**config.mk**
```make
export PLATFORM = sky130hd
export DESIGN_NAME = cube_root_engine
export DESIGN_NICKNAME = d
export VERILOG_FILES = /design/src/rtl/cbrt_pkg.sv /design/src/rtl/cbrt_ctrl.sv /design/src/rtl/cbrt_datapath.sv /design/src/rtl/cube_root_engine.sv
export SDC_FILE = /design/constraint.sdc
export NUM_CORES = 1
export LEC_CHECK = 0
export BUFFER_PORTS_ARGS = -buffer_cell sky130_fd_sc_hd__buf_2
export CAP_MARGIN = 20
export CORE_MARGIN = 2
export CORE_UTILIZATION = 45
export DETAILED_ROUTE_END_ITERATION = 8
export GPL_ROUTABILITY_DRIVEN = 0
export GPL_TIMING_DRIVEN = 0
export RECOVER_POWER = 25
export SLEW_MARGIN = 20
export SYNTH_ARGS = -nofsm -noshare
export SYNTH_HDL_FRONTEND = slang
export SYNTH_SLANG_ARGS = --single-unit
```
**constraint.sdc**
```tcl
create_clock -name clk -period 7.6 [get_ports clk]
set_clock_uncertainty 0.1 [all_clocks]
set_input_delay 0.38 -clock clk [delete_from_list [all_inputs] [get_ports clk]]
set_output_delay 0.38 -clock clk [all_outputs]
set_load 0.1 [all_outputs]
```
**src/rtl/cbrt_pkg.sv**
```systemverilog
package cbrt_pkg;
  typedef enum logic [2:0] {
    ST_IDLE, ST_INIT, ST_TEST, ST_STEP, ST_DONE
  } cbrtState_t;

  typedef struct packed {
    logic capture;
    logic clear;
    logic advance;
  } dpCtrl_t;
endpackage

```
**src/rtl/cbrt_ctrl.sv**
```systemverilog
module cbrt_ctrl
  import cbrt_pkg::*;
(
  input  logic    clk,
  input  logic    rstN,
  input  logic    start,
  input  logic    reached,
  output dpCtrl_t dpCtrl,
  output logic    done
);
  cbrtState_t state, nxtState;

  always_ff @(posedge clk) begin
    if (!rstN) state <= ST_IDLE;
    else       state <= nxtState;
  end

  always_comb begin
    nxtState = state;
    dpCtrl   = '0;
    case (state)
      ST_IDLE, ST_DONE: begin
        if (start) begin
          nxtState       = ST_INIT;
          dpCtrl.capture = 1'b1;
        end
      end
      ST_INIT: begin
        dpCtrl.clear = 1'b1;
        nxtState     = ST_TEST;
      end
      ST_TEST: nxtState = reached ? ST_DONE : ST_STEP;
      ST_STEP: begin
        dpCtrl.advance = 1'b1;
        nxtState       = ST_TEST;
      end
      default: nxtState = ST_IDLE;
    endcase
  end

  assign done = (state == ST_DONE);

  logic busy;
  assign busy = (state == ST_INIT) || (state == ST_TEST) || (state == ST_STEP);

  AST_START_ACCEPT: assert property (@(posedge clk) disable iff (!rstN)
    (((state == ST_IDLE) || (state == ST_DONE)) && start) |=> (state == ST_INIT));
  AST_START_IGNORED: assert property (@(posedge clk) disable iff (!rstN)
    (busy && start) |=> (state != ST_INIT));
  AST_DONE_HOLD: assert property (@(posedge clk) disable iff (!rstN)
    (done && !start) |=> done);
endmodule

```
**src/rtl/cbrt_datapath.sv**
```systemverilog
module cbrt_datapath
  import cbrt_pkg::*;
#(
  parameter int IN_W   = 12,
  parameter int ROOT_W = 5,
  parameter int CUBE_W = IN_W + 3
) (
  input  logic              clk,
  input  logic              rstN,
  input  dpCtrl_t           dpCtrl,
  input  logic [IN_W-1:0]   xIn,
  output logic [ROOT_W-1:0] root,
  output logic              reached
);
  localparam logic [CUBE_W-1:0] THIRD_DIFF = CUBE_W'(6);

  logic [IN_W-1:0]   xReg;
  logic [ROOT_W-1:0] cnt;
  logic [CUBE_W-1:0] cube, diff1, diff2, diff2Next;

  assign diff2Next = diff2 + THIRD_DIFF;

  always_ff @(posedge clk) begin
    if (!rstN) begin
      xReg  <= '0;
      cnt   <= '0;
      cube  <= '0;
      diff1 <= CUBE_W'(1);
      diff2 <= '0;
    end else begin
      if (dpCtrl.capture) xReg <= xIn;
      if (dpCtrl.clear) begin
        cnt   <= '0;
        cube  <= '0;
        diff1 <= CUBE_W'(1);
        diff2 <= '0;
      end else if (dpCtrl.advance) begin
        cnt   <= cnt + ROOT_W'(1);
        cube  <= cube + diff1;
        diff2 <= diff2Next;
        diff1 <= diff1 + diff2Next;
      end
    end
  end

  assign reached = (cube >= CUBE_W'(xReg));
  assign root    = cnt;

  AST_CUBE_TRACKS: assert property (@(posedge clk) disable iff (!rstN)
    int'(cube) == int'(cnt) * int'(cnt) * int'(cnt));
  AST_FIRST_DIFF: assert property (@(posedge clk) disable iff (!rstN)
    int'(diff1) == 3 * int'(cnt) * int'(cnt) + 3 * int'(cnt) + 1);
  AST_SECOND_DIFF: assert property (@(posedge clk) disable iff (!rstN)
    int'(diff2) == 6 * int'(cnt));
  AST_NO_OVERFLOW: assert property (@(posedge clk) disable iff (!rstN)
    dpCtrl.advance |-> !reached);
endmodule

```
**src/rtl/cube_root_engine.sv**
```systemverilog
module cube_root_engine
  import cbrt_pkg::*;
#(
  parameter int IN_W   = 12,
  parameter int ROOT_W = (IN_W + 2) / 3 + 1
) (
  input  logic              clk,
  input  logic              rstN,
  input  logic              start,
  input  logic [IN_W-1:0]   xIn,
  output logic [ROOT_W-1:0] root,
  output logic              done
);
  localparam int CUBE_W = IN_W + 3;

  dpCtrl_t dpCtrl;
  logic    reached;

  cbrt_ctrl u_ctrl (
    .clk(clk), .rstN(rstN), .start(start), .reached(reached),
    .dpCtrl(dpCtrl), .done(done)
  );

  cbrt_datapath #(.IN_W(IN_W), .ROOT_W(ROOT_W), .CUBE_W(CUBE_W)) u_dp (
    .clk(clk), .rstN(rstN), .dpCtrl(dpCtrl), .xIn(xIn),
    .root(root), .reached(reached)
  );

  AST_DONE_REACHED: assert property (@(posedge clk) disable iff (!rstN)
    done |-> reached);
  AST_ROOT_STABLE: assert property (@(posedge clk) disable iff (!rstN)
    (done && !start) |=> $stable(root));
endmodule

```
# After elaboration in Yosys (flattened, before gate mapping)
# Index checks and enable logic that the tools add are counted.
# totals
n_memories,0
latchBits,0
input_bits,15
ram_bits,0
rom_bits,0
reg_bits,65
elab_cells,28
output_inout_bits,6
# classes
reduce_logical,4
n_mul,0
n_eq_ne,5
magnitude_cmp,1
div,0
addsub,4
n_shift,0
bitwise_logic,1
mux,7
# ops
cell,n
adder 15 bit,2
"adder 15 x 3 -> 15 bit, second input constant",1
greater-or-equal comparator 15 x 12 -> 1 bit,1
case mux 3 bit (3 select lines),1
"equality test 3 x 2 -> 1 bit, second input constant",2
two-way mux 3 bit,2
OR reduction 2 bit,3
"adder 5 x 1 -> 5 bit, second input constant",1
two-way mux 1 bit,4
"equality test 3 x 1 -> 1 bit, second input constant",1
"equality test 3 bit, second input constant",1
logical NOT 3 bit,1
"!= test 2 bit, second input constant",1
NOT 1 bit,1

# Longest topological paths before layout
# Gate-level depths: netlist of the first run.
# logic_depth
ltp_word,3
ltp_mapped,13
ltp_nobuf,13

# Cells and area by module
# Synthesis of the first run repeated with hierarchy kept, for this count alone.
# hier_totals
cells_unflattened,488
area_unflattened_um2,4129.0
# by_module_without_submodules
mod,n_inst,cells_per_inst,seq_area_each_um2,area_each_um2
cbrt_datapath,1,471,1201.2,3971.3
cbrt_ctrl,1,17,60.1,157.7

# Worst setup path after synthesis of the first run
# No wires, ideal clock.
# synth_timing
kind,reg2out
startpoint,register u_ctrl.state[1]
endpoint,output port done
stages_incl_launch_ff,5
t_required_ns,7.120
path_slack_ns,4.048
arrival_ns,3.072
n_path_buf,3
path_cell_list,dfxtp_1 clkbuf_1 clkbuf_1 clkbuf_1 nor3b_1
# synth_between
elab_chain_len,1
# synth_lines
item,line_no,source
start: declaration,cbrt_ctrl.sv:11,"cbrtState_t state, nxtState;"
start signal: assignment,cbrt_ctrl.sv:15,else state <= nxtState;
equality test 3 bit,cbrt_ctrl.sv:41,assign done = (state == ST_DONE);
end: declaration,cube_root_engine.sv:12,output logic done
# No other way between the ends.

# Final worst setup path of the first run
# layout_timing
startpoint,register u_dp.diff2[1]
endpoint,register u_dp.diff1[14]
# layout_between
elab_chain_len,2
# layout_lines
item,line_no,source
start: declaration,cbrt_datapath.sv:19,"logic [CUBE_W-1:0] cube, diff1, diff2, diff2Next;"
start signal: assignment,cbrt_datapath.sv:40,diff2 <= diff2Next;
adder 15 x 3 -> 15 bit,cbrt_datapath.sv:21,assign diff2Next = diff2 + THIRD_DIFF;
named net u_dp.diff2Next[1],cbrt_datapath.sv:19,
adder 15 bit,cbrt_datapath.sv:41,diff1 <= diff1 + diff2Next;
end signal: assignment,cbrt_datapath.sv:41,
end: declaration,cbrt_datapath.sv:19,
# The timed path passes the listed nets, and every way through them passes these cells.
# A chain may end at the register's enable or synchronous reset.

==> results of run 1 <==
metrics by stage:
step / total power [mW] / utilization (%) / std cells
floorplan: 0.464 / - / 517
global placement: 0.506 / 49.0 / 644
detailed placement: 0.508 / 49.0 / 644
CTS: 0.851 / 51.7 / 660
global route: 0.887 / 51.6 / 660
finish: 0.842 / 51.6 / 660
flip-flops by register name (all words and copies together) (netlist names):
| signal | cells |
|---|---|
| u_ctrl.state | 3 |
| u_dp.cube | 15 |
| u_dp.xReg | 12 |
| u_dp.diff1 | 14 |
| u_dp.root | 5 |
| u_dp.diff2 | 14 |
layout by cell type, fill, tap and decap left out, types with 2 or more instances in the layout:
| cell | instances |
|---|---|
| a2111oi_0 | 2 |
| a211o_1 | 4 |
| a211oi_1 | 6 |
| a21o_1 | 12 |
| a21oi_1 | 57 |
| a221oi_1 | 2 |
| a22oi_1 | 4 |
| a31oi_1 | 3 |
| a32oi_1 | 2 |
| and3_1 | 2 |
| buf_1 | 2 |
| buf_2 | 16 |
| bufinv_16 | 2 |
| clkbuf_1 | 21 |
| clkbuf_8 | 10 |
| clkinv_4 | 3 |
| dfxtp_1 | 63 |
| fa_1 | 2 |
| ha_1 | 40 |
| inv_1 | 23 |
| nand2_1 | 73 |
| nand2b_1 | 4 |
| nand3_1 | 22 |
| nand3b_1 | 2 |
| nand4_1 | 7 |
| nor2_1 | 39 |
| nor2b_1 | 4 |
| nor3_1 | 12 |
| o211ai_1 | 4 |
| o21a_1 | 6 |
| o21ai_0 | 30 |
| o21bai_1 | 4 |
| or3_1 | 10 |
| xnor2_1 | 25 |
| xor2_1 | 11 |
metal layers:
metal	vias up	share of wire (%)	wire, µm	track usage (%)
met1	1667	50	5090	31.0
met4	0	0.88	89	6.01
met2	92	44	4460	33.6
met3	7	4.4	449	4.04
li1	1898	-	-	-
met5	-	0	0	0
worst max path at each step:
stage	cells after the start	to	startpoint
CTS	11	u_dp.diff1[14]	u_dp.diff2[1]
global placement	11	u_dp.diff1[14]	u_dp.diff2[1]
detailed placement	11	u_dp.diff1[14]	u_dp.diff2[1]
finish	11	u_dp.diff1[14]	u_dp.diff2[1]
floorplan	4	done	u_ctrl.state[1]
global route	13	u_dp.diff1[14]	u_dp.diff2[1]
critical path: cells and delay by family (launching register included):
kind	cells	cell delay, ns
flip-flops	1	0.39
adder cells (fa/ha/maj)	2	0.60
AO/OA/AOI/OAI	1	0.75
buffers and inverters	1	0.10
XOR/XNOR	1	0.18
multiplexers	1	0.25
AND/OR/NAND/NOR	5	1.03
logic make-up (layout without fill, tap and decap cells):
group | Yosys count | count (layout) | share of synthesized area [%]
buf+inv | 45 | 80 | 4.25
xor+xnor | 36 | 36 | 7.75
flops | 63 | 63 | 31.0
compound gates | 145 | 145 | 22.0
fa+ha+maj | 42 | 42 | 13.3
simple gates | 184 | 184 | 21.2
mux | 2 | 2 | 0.523
report_power, final:
group	switching, mW	internal, mW
Sequential	0.0103	0.343
Clock	0.146	0.195
Combinational	0.102	0.0442
final cells by class:
type                       instances  area share, %
multi-input combinational        409           58.2
sequential                        63           27.9
clock buffer                      10           3.04
tap                              108           2.99
clock inverter                     6           2.08
inverter                          24           1.99
timing repair buffer              19           1.96
buffer                            21           1.83
==> run metrics, run 1 <==
r2r setup slk 4.09 ns; post-synthesis cell area 0.00407 mm²; post-synthesis sequential area ratio 31.0%; Slew @ Worst Pin 1.16 ns; CTS clk-pin slew, worst paths 0.08 ns; CTS root buffer clkbuf_8; maxcap violations 0; slew margin rel. 22.8%; Power Density 186 mW/mm²; Worst Hold Class input pin to flop; 1st-iter DRT viols 230; DIE HEIGHT 99.1 µm; Final Cell Area 0.00452 mm²; maximum vdd ir drop 107 µV; CP Max Fanout 7; mean post-synth cell area 7.87 µm²; Routed WL 10100 µm; setup violators final 0; clk sinks 63; CP max stage cell o311ai_0; critical-path cell list inv_1 -> ha_1 -> nand3b_1 -> nor2_1 -> nand3_1 -> xnor2_1 -> ha_1 -> nand4_1 -> o311ai_0 -> mux2i_1 -> nand4_1; layout cells sized above 1 7.25%; Port Buffer Count 19; FF-to-FF path depth 11; vias in the first global route 3365; Die ar. 0.00981 mm²; RR Startpoint u_dp.diff2[1]; yosys warns 0; Post-Place Cell Area 0.00430 mm²; DR pass1 iterations 5; Cells after Synth 517; RSZ-0062 raised after global routing no; leakage 1.81 nW; fin nets 604; Critical Path End Type flop; Yosys top cell area share 31.0%; RR Endpoint u_dp.diff1[14]; Synth async-reset ratio 0%; diode count 0; Critical Path RT 7.72 ns; Max clock buf depth 2; number of enable flip-flop cells after synthesis 0; Slew Viols, Final 0; DP Worst Slack 4.05 ns; Hold Crit Start xIn[5]; CTS Buf Count 9; std cell rows 34; Final Hold Viols 0; leading area contributor after synthesis dfxtp_1; Synth Flop Type dfxtp_1; run status completed; Crit Path Class flop to flop; top cells by count, synth nand2_1, dfxtp_1, a21oi_1, ha_1, nor2_1; Max H-tree Level 3; CP startpoint kind flop; post-CTS sizing 0; Yosys cell types 54; worst endpoint data arrival time 3.63 ns; number of remaining DRC errors 0; Area contributors post-synth dfxtp_1, ha_1, a21oi_1; detailed placement HPWL 7570 µm; Setup TNS Final 0 ns; first-pass GRT wire length 16700 µm; CTS Hold Buffers Added 0; GRT Total Usage 21.7%; area of the multi-input gates 0.00263 mm²; Layout area overhead 11.2%; antenna violations before repair 0; Final Cycle Share 46.2%; Final Critical Period 3.51 ns; hold depth 3; worst-skew pair later-pin latency 0.35 ns; CTS tree done; Routed wire per std cell 15.3 µm; io pins 21; Synth Net Count 574; fmax 285 MHz; vias per cell 5.55; largest net degree at the start of global routing 13; number of setup buffers added after CTS 0; Initial Util 46.4%; Sequential Area 0.00126 mm²; most common cell in the synthesized netlist nand2_1; routed vias 3664; DRT antenna net count 0; Overflow after GRT 0; Final Hold Slack 0.160 ns; core area 0.00876 mm²; flip-flop and latch count after synthesis 63; setup ws final 4.09 ns; Die W 99.1 µm; max incr delay on CP 0.75 ns; fillcell total 859; WHS Endpoint u_dp.xReg[5]
No activity file was read; power rests on OpenSTA's default activity.
==> run 2: changes to the inputs <==
==> constraint.sdc (replaced) <==
create_clock -name clk -period 3.5 [get_ports clk]
set_clock_uncertainty 0.1 [all_clocks]
set_input_delay 0.175 -clock clk [delete_from_list [all_inputs] [get_ports clk]]
set_output_delay 0.175 -clock clk [all_outputs]
set_load 0.1 [all_outputs]
==> run metrics, run 2 (synthesized netlist as in run 1, its figures left out) <==
CP max stage cell o311ai_1; 1st-iter DRT viols 247; layout cells sized above 1 7.61%; biggest regs u_dp.cube (15), u_dp.diff1 (14), u_dp.diff2 (14); DRT antenna net count 0; Most flops, register u_dp.cube; FF-to-FF path depth 10; Overflow after GRT 0; Worst Hold Class input pin to flop; number of remaining DRC errors 0; Port Buffer Count 19; CTS Buf Count 9; setup ws final 0.247 ns; std cell rows 34; detailed placement HPWL 7570 µm; slew margin rel. 22.8%; DP Worst Slack -0.0540 ns; GRT Total Usage 21.9%; Max clock buf depth 2; final core occ 53.1%; vias per cell 5.51; Final Hold Slack 0.0364 ns; max incr delay on CP 0.58 ns; routed vias 3705; Slew @ Worst Pin 1.16 ns; io pins 21; run status completed; Critical Path RT 3.62 ns; worst-skew pair later-pin latency 0.35 ns; Layout area overhead 14.5%; largest net degree at the start of global routing 13; CTS clk-pin slew, worst paths 0.08 ns; Die W 99.1 µm; Hold Crit Start start; maximum vdd ir drop 233 µV; Max H-tree Level 3; CP Max Fanout 5; fin nets 617; WHS Endpoint u_ctrl.state[2]; Slew Viols, Final 0; Routed wire per std cell 15.3 µm; Die ar. 0.00981 mm²; setup violators final 0; leakage 1.87 nW; RR Endpoint u_dp.diff1[14]; CTS tree done; worst endpoint data arrival time 3.38 ns; fillcell total 853; most frequent cells in the layout nand2_1, dfxtp_1, a21oi_1; Final Critical Period 3.25 ns; most common cell after layout, fill and taps aside nand2_1; antenna violations before repair 0; r2r setup slk 0.25 ns; hold depth 3; CP startpoint kind flop; maxcap violations 0; core area 0.00876 mm²; Crit Path Class flop to flop; Final Cycle Share 92.9%; Critical Path End Type flop; critical-path cell list inv_1 -> ha_1 -> nand3b_1 -> or3_1 -> xnor2_1 -> ha_1 -> nand4_1 -> o311ai_1 -> mux2i_1 -> nand4_1; Largest register FFs 15; Routed WL 10300 µm; Initial Util 46.4%; clk sinks 63; Power Density 395 mW/mm²; Final Hold Viols 0; DR pass1 iterations 4; diode count 0; RR Startpoint u_dp.diff2[1]; CTS root buffer clkbuf_8; first-pass GRT wire length 16900 µm; vias in the first global route 3416; DIE HEIGHT 99.1 µm; fmax 307 MHz; Worst Setup SP u_dp.diff2[1]
run 2: cell count changes in the layout (fill, tap and decap cells not counted), sizes merged:
cell and change:
dlygate4sd3 +12, buf +1
run 2: how the worst max path moves through the flow:
stage | end | slack [ns] | depth (start not counted)
after detailed placement | u_dp.diff1[14] | -0.05 | 11
final | u_dp.diff1[14] | 0.25 | 10
after global routing | u_dp.diff1[14] | -0.0005 | 13
after floorplan | done | 0.15 | 4
after CTS | u_dp.diff1[14] | 0.13 | 13
after global placement | u_dp.diff1[14] | -0.01 | 11
run 2: area by class of cell:
cell class,count,area (µm²),share of cell area (%)
sequential,63,1260,27.1
tap,108,135,2.90
buffer,21,82.6,1.77
clock buffer,10,138,2.96
clock inverter,6,93.8,2.02
inverter,24,90.1,1.93
multi-input combinational,409,2640,56.7
timing repair buffer,32,216,4.65
run 2: what timing repair did:
item                       CTS  global route
pin swaps                    0             0
setup buffers                0             1
hold endpoints to repair    12             0
hold buffers                12             0
resized for setup            1             2
setup endpoints to repair    1             2
run 2: per-layer routing:
metal  vias up  GRT usage, %  wire, µm
li1       1925             -         -
met1      1692          31.1      5140
met2        81          34.2      4590
met3         7          4.04       465
met4         0          6.01        91
met5         -             0         0
run 2: power by group:
group | switching (mW) | internal (mW)
Combinational | 0.225 | 0.105
Sequential | 0.0225 | 0.745
Clock | 0.318 | 0.424
Total | 0.566 | 1.27
run 2: through the flow:
stage / TNS (ns) / area (µm²) / instances / total power, mW
5_1_grt: -0.000453 / 4660 / 673 / 1.94
3_3_place_gp: -0.0102 / 4300 / 644 / 1.10
6_report: 0 / 4660 / 673 / 1.84
2_1_floorplan: 0 / 4070 / 517 / 1.01
3_5_place_dp: -0.0540 / 4300 / 644 / 1.10
4_1_cts: 0 / 4650 / 672 / 1.86
run 2: critical path, delay by kind of cell, from the launching register on:
kind            cells  cell delay, ns
simple gates        4            0.98
flops               1            0.39
buf+inv             1            0.09
mux                 1            0.24
xor+xnor            1            0.16
fa+ha+maj           2            0.58
compound gates      1            0.58
